[src/rtl/ds3ov_pkg.sv]
package ds3ov_pkg;

  localparam int unsigned SUB_W   = 3;
  localparam int unsigned SLOT_W  = 3;
  localparam int unsigned POS_W   = SUB_W + SLOT_W;

  typedef enum logic [1:0] {
    MRG_PASS    = 2'd0,
    MRG_REPLACE = 2'd1,
    MRG_MASK    = 2'd2
  } mrg_sel_e;

  typedef struct packed {
    logic stb;
    logic sof;
    logic par;
  } pos_info_t;

endpackage

[src/rtl/ds3ov_rst_sync.sv]
module ds3ov_rst_sync #(
  parameter int unsigned STAGES = 2
) (
  input  logic clk,
  input  logic rst_n,
  output logic rst_sync_n
);

  logic [STAGES-1:0] sync_q;
  logic [STAGES-1:0] sync_d;

  always_comb begin
    sync_d = {sync_q[STAGES-2:0], 1'b1};
  end

  always_ff @(posedge clk or negedge rst_n) begin
    if (!rst_n) begin
      sync_q <= '0;
    end else begin
      sync_q <= sync_d;
    end
  end

  assign rst_sync_n = sync_q[STAGES-1];

endmodule

[src/rtl/ds3ov_pos_decode.sv]
module ds3ov_pos_decode
  import ds3ov_pkg::*;
#(
  parameter int unsigned SUB_BITS    = 3,
  parameter int unsigned SLOT_BITS   = 3,
  parameter int unsigned NUM_SUB     = 7,
  parameter int unsigned PAR_SUB_LO  = 2,
  parameter int unsigned PAR_SUB_HI  = 3,
  localparam int unsigned PW         = SUB_BITS + SLOT_BITS
) (
  input  logic          in_vld,
  input  logic          in_ohp,
  input  logic [PW-1:0] in_pos,
  output pos_info_t     info,
  output logic [PW-1:0] pos_shown
);

  logic [SUB_BITS-1:0]  sub_f;
  logic [SLOT_BITS-1:0] slot_f;
  logic                 legal;
  logic                 par_sub;

  always_comb begin
    sub_f   = in_pos[PW-1:SLOT_BITS];
    slot_f  = in_pos[SLOT_BITS-1:0];
    legal   = (32'(sub_f) < NUM_SUB);
    par_sub = (32'(sub_f) >= PAR_SUB_LO) && (32'(sub_f) <= PAR_SUB_HI);

    info.stb = in_vld && in_ohp && legal;
    info.sof = info.stb && (sub_f == '0) && (slot_f == '0);
    info.par = info.stb && par_sub && (slot_f == '0);

    pos_shown = info.stb ? in_pos : '0;
  end

endmodule

[src/rtl/ds3ov_merge.sv]
module ds3ov_merge
  import ds3ov_pkg::*;
(
  input  pos_info_t info,
  input  logic      in_dat,
  input  logic      ext_en,
  input  logic      ext_dat,
  output logic      nxt_dat
);

  mrg_sel_e sel;

  always_comb begin
    if (!info.stb || !ext_en) begin
      sel = MRG_PASS;
    end else if (info.par) begin
      sel = MRG_MASK;
    end else begin
      sel = MRG_REPLACE;
    end
  end

  always_comb begin
    unique case (sel)
      MRG_REPLACE: nxt_dat = ext_dat;
      MRG_MASK:    nxt_dat = in_dat ^ ext_dat;
      default:     nxt_dat = in_dat;
    endcase
  end

endmodule

[src/rtl/ds3ov_out_reg.sv]
module ds3ov_out_reg (
  input  logic clk,
  input  logic rst_n,
  input  logic cen,
  input  logic nxt_dat,
  input  logic nxt_sof,
  output logic out_vld,
  output logic out_dat,
  output logic out_sof
);

  logic vld_d, dat_d, sof_d;
  logic vld_q, dat_q, sof_q;

  always_comb begin
    vld_d = cen;
    sof_d = cen && nxt_sof;
    dat_d = cen ? nxt_dat : dat_q;
  end

  always_ff @(posedge clk or negedge rst_n) begin
    if (!rst_n) begin
      vld_q <= 1'b0;
      dat_q <= 1'b0;
      sof_q <= 1'b0;
    end else begin
      vld_q <= vld_d;
      dat_q <= dat_d;
      sof_q <= sof_d;
    end
  end

  assign out_vld = vld_q;
  assign out_dat = dat_q;
  assign out_sof = sof_q;

endmodule

[src/rtl/ds3ov_override.sv]
module ds3ov_override
  import ds3ov_pkg::*;
#(
  parameter int unsigned SUB_BITS    = SUB_W,
  parameter int unsigned SLOT_BITS   = SLOT_W,
  parameter int unsigned NUM_SUB     = 7,
  parameter int unsigned PAR_SUB_LO  = 2,
  parameter int unsigned PAR_SUB_HI  = 3,
  parameter int unsigned SYNC_STAGES = 2,
  localparam int unsigned PW         = SUB_BITS + SLOT_BITS
) (
  input  logic          clk,
  input  logic          rst_n,
  input  logic          in_vld,
  input  logic          in_dat,
  input  logic          in_ohp,
  input  logic [PW-1:0] in_pos,
  input  logic          ext_en,
  input  logic          ext_dat,
  output logic          oh_stb,
  output logic [PW-1:0] oh_pos,
  output logic          oh_sof,
  output logic          out_vld,
  output logic          out_dat,
  output logic          out_sof
);

  logic      rst_sync_n;
  pos_info_t info;
  logic      nxt_dat;

  ds3ov_rst_sync #(
    .STAGES (SYNC_STAGES)
  ) u_rst_sync (
    .clk        (clk),
    .rst_n      (rst_n),
    .rst_sync_n (rst_sync_n)
  );

  ds3ov_pos_decode #(
    .SUB_BITS   (SUB_BITS),
    .SLOT_BITS  (SLOT_BITS),
    .NUM_SUB    (NUM_SUB),
    .PAR_SUB_LO (PAR_SUB_LO),
    .PAR_SUB_HI (PAR_SUB_HI)
  ) u_pos_decode (
    .in_vld    (in_vld),
    .in_ohp    (in_ohp),
    .in_pos    (in_pos),
    .info      (info),
    .pos_shown (oh_pos)
  );

  ds3ov_merge u_merge (
    .info    (info),
    .in_dat  (in_dat),
    .ext_en  (ext_en),
    .ext_dat (ext_dat),
    .nxt_dat (nxt_dat)
  );

  ds3ov_out_reg u_out_reg (
    .clk     (clk),
    .rst_n   (rst_sync_n),
    .cen     (in_vld),
    .nxt_dat (nxt_dat),
    .nxt_sof (info.sof),
    .out_vld (out_vld),
    .out_dat (out_dat),
    .out_sof (out_sof)
  );

  assign oh_stb = info.stb;
  assign oh_sof = info.sof;

endmodule

[config.mk]
export PLATFORM = sky130hd
export DESIGN_NAME = ds3ov_override
export DESIGN_NICKNAME = d
export VERILOG_FILES = /design/src/rtl/ds3ov_pkg.sv /design/src/rtl/ds3ov_rst_sync.sv /design/src/rtl/ds3ov_pos_decode.sv /design/src/rtl/ds3ov_merge.sv /design/src/rtl/ds3ov_out_reg.sv /design/src/rtl/ds3ov_override.sv
export SDC_FILE = /design/constraint.sdc
export NUM_CORES = 1
export LEC_CHECK = 0
export ABC_AREA = 1
export ABC_CLOCK_PERIOD_IN_PS = 1300
export BUFFER_PORTS_ARGS = -buffer_cell sky130_fd_sc_hd__buf_2
export CAP_MARGIN = 40
export CORE_AREA = 2 2 39 41
export DETAILED_ROUTE_END_ITERATION = 12
export DIE_AREA = 0 0 41 43
export GPL_TIMING_DRIVEN = 1
export PLACE_DENSITY_LB_ADDON = 0.12
export SKIP_CTS_REPAIR_TIMING = 1
export SLEW_MARGIN = 10
export SYNTH_ARGS = -nofsm -noshare
export SYNTH_HDL_FRONTEND = slang
export SYNTH_SLANG_ARGS = --single-unit
[constraint.sdc]
create_clock -name clk -period 1.3 [get_ports clk]
set_input_delay 0.325 -clock clk [delete_from_list [all_inputs] [get_ports clk]]
set_output_delay 0.325 -clock clk [all_outputs]
set_load 0.05 [all_outputs]
==> results.py <==
metrics = {
    "setup_path": {
        "cp_cell_sequence": "buf_8 -> nand2_8 -> inv_8 -> nand2_8 -> clkinvlp_4 -> nand2_2 -> clkinvlp_4 -> buf_8",
        "slowest_delay_ns": 0.15,
        "reg2regPathDepth": 2,
        "worstPathRequired_ns": 0.98,
        "crit_fanout": 6,
        "path_class": "in2out",
        "end_kind": "primary output",
        "crit_arrival_ns": 1.03,
        "start_kind": "input port",
        "worst_path_max_delay_cell": "buf_8",
    },
    "timing": {
        "hold_viol_final": 0,
        "setup_tns_ns": -0.09263,
        "min_period_ns": 1.354,
        "rsz0062_at_grt": "yes",
        "fmax_ghz": 0.7385,
        "setup_ws_ns": -0.05406,
        "slew_violations": 0,
        "setup_violations": 2,
        "finalCritPeriodShare_pct": 104.2,
        "skew_ns": 0.0006139,
    },
    "clocking": {
        "cts.clk_slew.worst_paths_ns": 0.04,
        "cts_buffers": 3,
        "cts.sinks": 5,
        "cts_tree": "done",
        "clockRootBuffer": "clkbuf_4",
        "cts_max_level": 1,
        "clock_latency_ns": 0.24,
        "clock_path_buffers": 2,
    },
    "place": {
        "io_buffers": 23,
        "postPlaceCellArea_um2": 575.6,
        "place_ws_ns": -0.1784,
        "gp_congestion": 0.6116,
        "dp_hpwl_um": 660,
    },
    "drt": {
        "wl_um": 858,
        "vias_per_cell": 4.031,
        "drt_iter0_markers": 2,
        "dr.pass1.iters": 2,
        "route.detailed.drc": 0,
        "wl_per_cell_um": 8.755,
        "ant_nets": 0,
        "vias": 395,
    },
    "yosys": {
        "syn-cell-area_um2": 311.5,
        "postSynthCellCount": 43,
        "yosys.area.top_type": "dfrtp_1",
        "syn_area_per_cell_um2": 7.245,
        "synth_seq_cells": 5,
        "yosysSeqAreaShare_pct": 40.16,
        "synth_cell_type_count": 14,
        "synth_nets": 56,
        "synth_area_leaders": "dfrtp_1, inv_1, nand2_1",
        "yosys_warnings": 0,
        "synth.top_cell.area_share_pct": 40.16,
    },
    "power_and_ir_drop": {
        "power_density_nw_per_um2": 773.6,
        "peakVddDrop_v": 0.0002565,
        "finalPower_mw": 0.5430,
        "p_leak_nw": 0.3610,
    },
    "layout": {
        "diodes": 0,
        "stdcell_area_um2": 701.9,
        "syn2layout_area_growth_pct": 125.3,
        "fillers": 147,
        "layout-drive-gt1-share_pct": 58.54,
        "fin_nets": 96,
        "seq_area_um2": 125.1,
        "multi_input_comb_area_um2": 201.4,
    },
    "die": {
        "initial_utilization_pct": 22.51,
        "ios": 24,
        "die_height_um": 43,
        "core_area_um2": 1384,
        "die_w_um": 41,
        "dieArea_um2": 1763,
        "num_rows": 14,
    },
    "global_route": {
        "track_usage_pct": 11.35,
        "overflow": 0,
        "grt_max_degree": 7,
        "grt_pass1_wl_um": 1324,
        "first_global_vias": 343,
        "antenna_found_initial": 0,
    },
    "flow_run": {
        "drv_cap": 0,
    },
    "outcome": {
        "status": "finished with violations",
        "violations": "negative setup slack",
    },
    "min_path": {
        "min_path_type": "reg2async",
    },
}
cells in the mapped netlist:
cell,count
clkinv_2,1
nor4_1,2
nor2_4,1
dfrtp_1,5
conb_1,1
xor2_1,1
nor2_1,6
nand3_1,4
nand4_1,2
nand2_1,7
inv_1,10
nand3_2,1
nand2_4,1
o21ai_1,1
worst paths after layout:
path | from | end | slack [ns]
max | in_ohp | oh_pos[3] | -0.05
min in group clk | in_vld | u_out_reg.out_vld | 0.34
min reg2reg | u_rst_sync.sync_q[1] | u_out_reg.out_vld | 0.04
min | u_rst_sync.sync_q[1] | u_out_reg.out_vld | 0.04
max reg2reg | u_out_reg.out_dat | u_out_reg.out_dat | 0.72
max in group asynchronous | rst_n | u_rst_sync.sync_q[1] | 0.81
metrics by stage:
stage	hold slack (ns)	utilization, %	instances
finish	0.04077	50.72	98
floorplan	0.02651	-	43
CTS	-0.1453	43.49	95
global placement	0.04381	41.59	91
detailed placement	0.04369	41.59	91
global route	0.05797	50.72	98
routing by layer:
| layer | GRT usage, % | wire (um) | vias up |
|---|---|---|---|
| li1 | - | - | 209 |
| met1 | 14.15 | 382 | 173 |
| met2 | 15.94 | 421 | 13 |
| met3 | 3.141 | 55 | 0 |
| met4 | 8.000 | 0 | 0 |
| met5 | 0 | 0 | - |
state kept, by name (all words and copies together) (netlist names):
register           cells
u_out_reg.out_dat      1
u_rst_sync.sync_q      2
u_out_reg.out_vld      1
u_out_reg.out_sof      1
cell usage in the layout, fill, tap and decap left out:
cell type,instances
nor4_1,1
nor2_4,1
clkinvlp_4,2
clkbuf_1,1
clkbuf_4,5
buf_2,12
nand3_4,1
nand4_1,2
buf_8,2
buf_6,6
nand2_8,2
inv_1,8
dlygate4sd3_1,1
nand3_1,3
buf_4,12
inv_8,1
nor2_1,5
nor2_2,1
xor2_1,1
o21ai_1,1
dfrtp_1,5
conb_1,1
nand3_2,1
nand2_1,5
nand2_2,1
nor4_4,1
cell families (layout without fill, tap and decap cells):
logic type             after synthesis  in the layout  synth area share [%]
XOR/XNOR                             1              1                 2.812
AO/OA/AOI/OAI                        1              1                 1.605
AND/OR/NAND/NOR                     24             24                 40.56
other                                1              1                 1.204
flip-flops                           5              5                 40.16
buffers and inverters               11             50                 13.65
critical path, delay by kind of cell:
family        cells  cell delay [ns]
simple gates      3             0.24
buf+inv           5             0.47
cell type report:
| cell class | instances | area share, % |
|---|---|---|
| inverter | 11 | 8.021 |
| timing repair buffer | 35 | 38.86 |
| tap | 16 | 2.852 |
| multi-input combinational | 27 | 28.70 |
| clock buffer | 4 | 3.743 |
| sequential | 5 | 17.83 |
where the power goes:
group / total, mW / internal [mW] / switching [mW]
sequential: 0.168 / 0.164 / 0.00374
clock: 0.179 / 0.116 / 0.0626
combinational: 0.197 / 0.0823 / 0.114
total: 0.543 / 0.363 / 0.181
(Power assumes the default switching activity.)
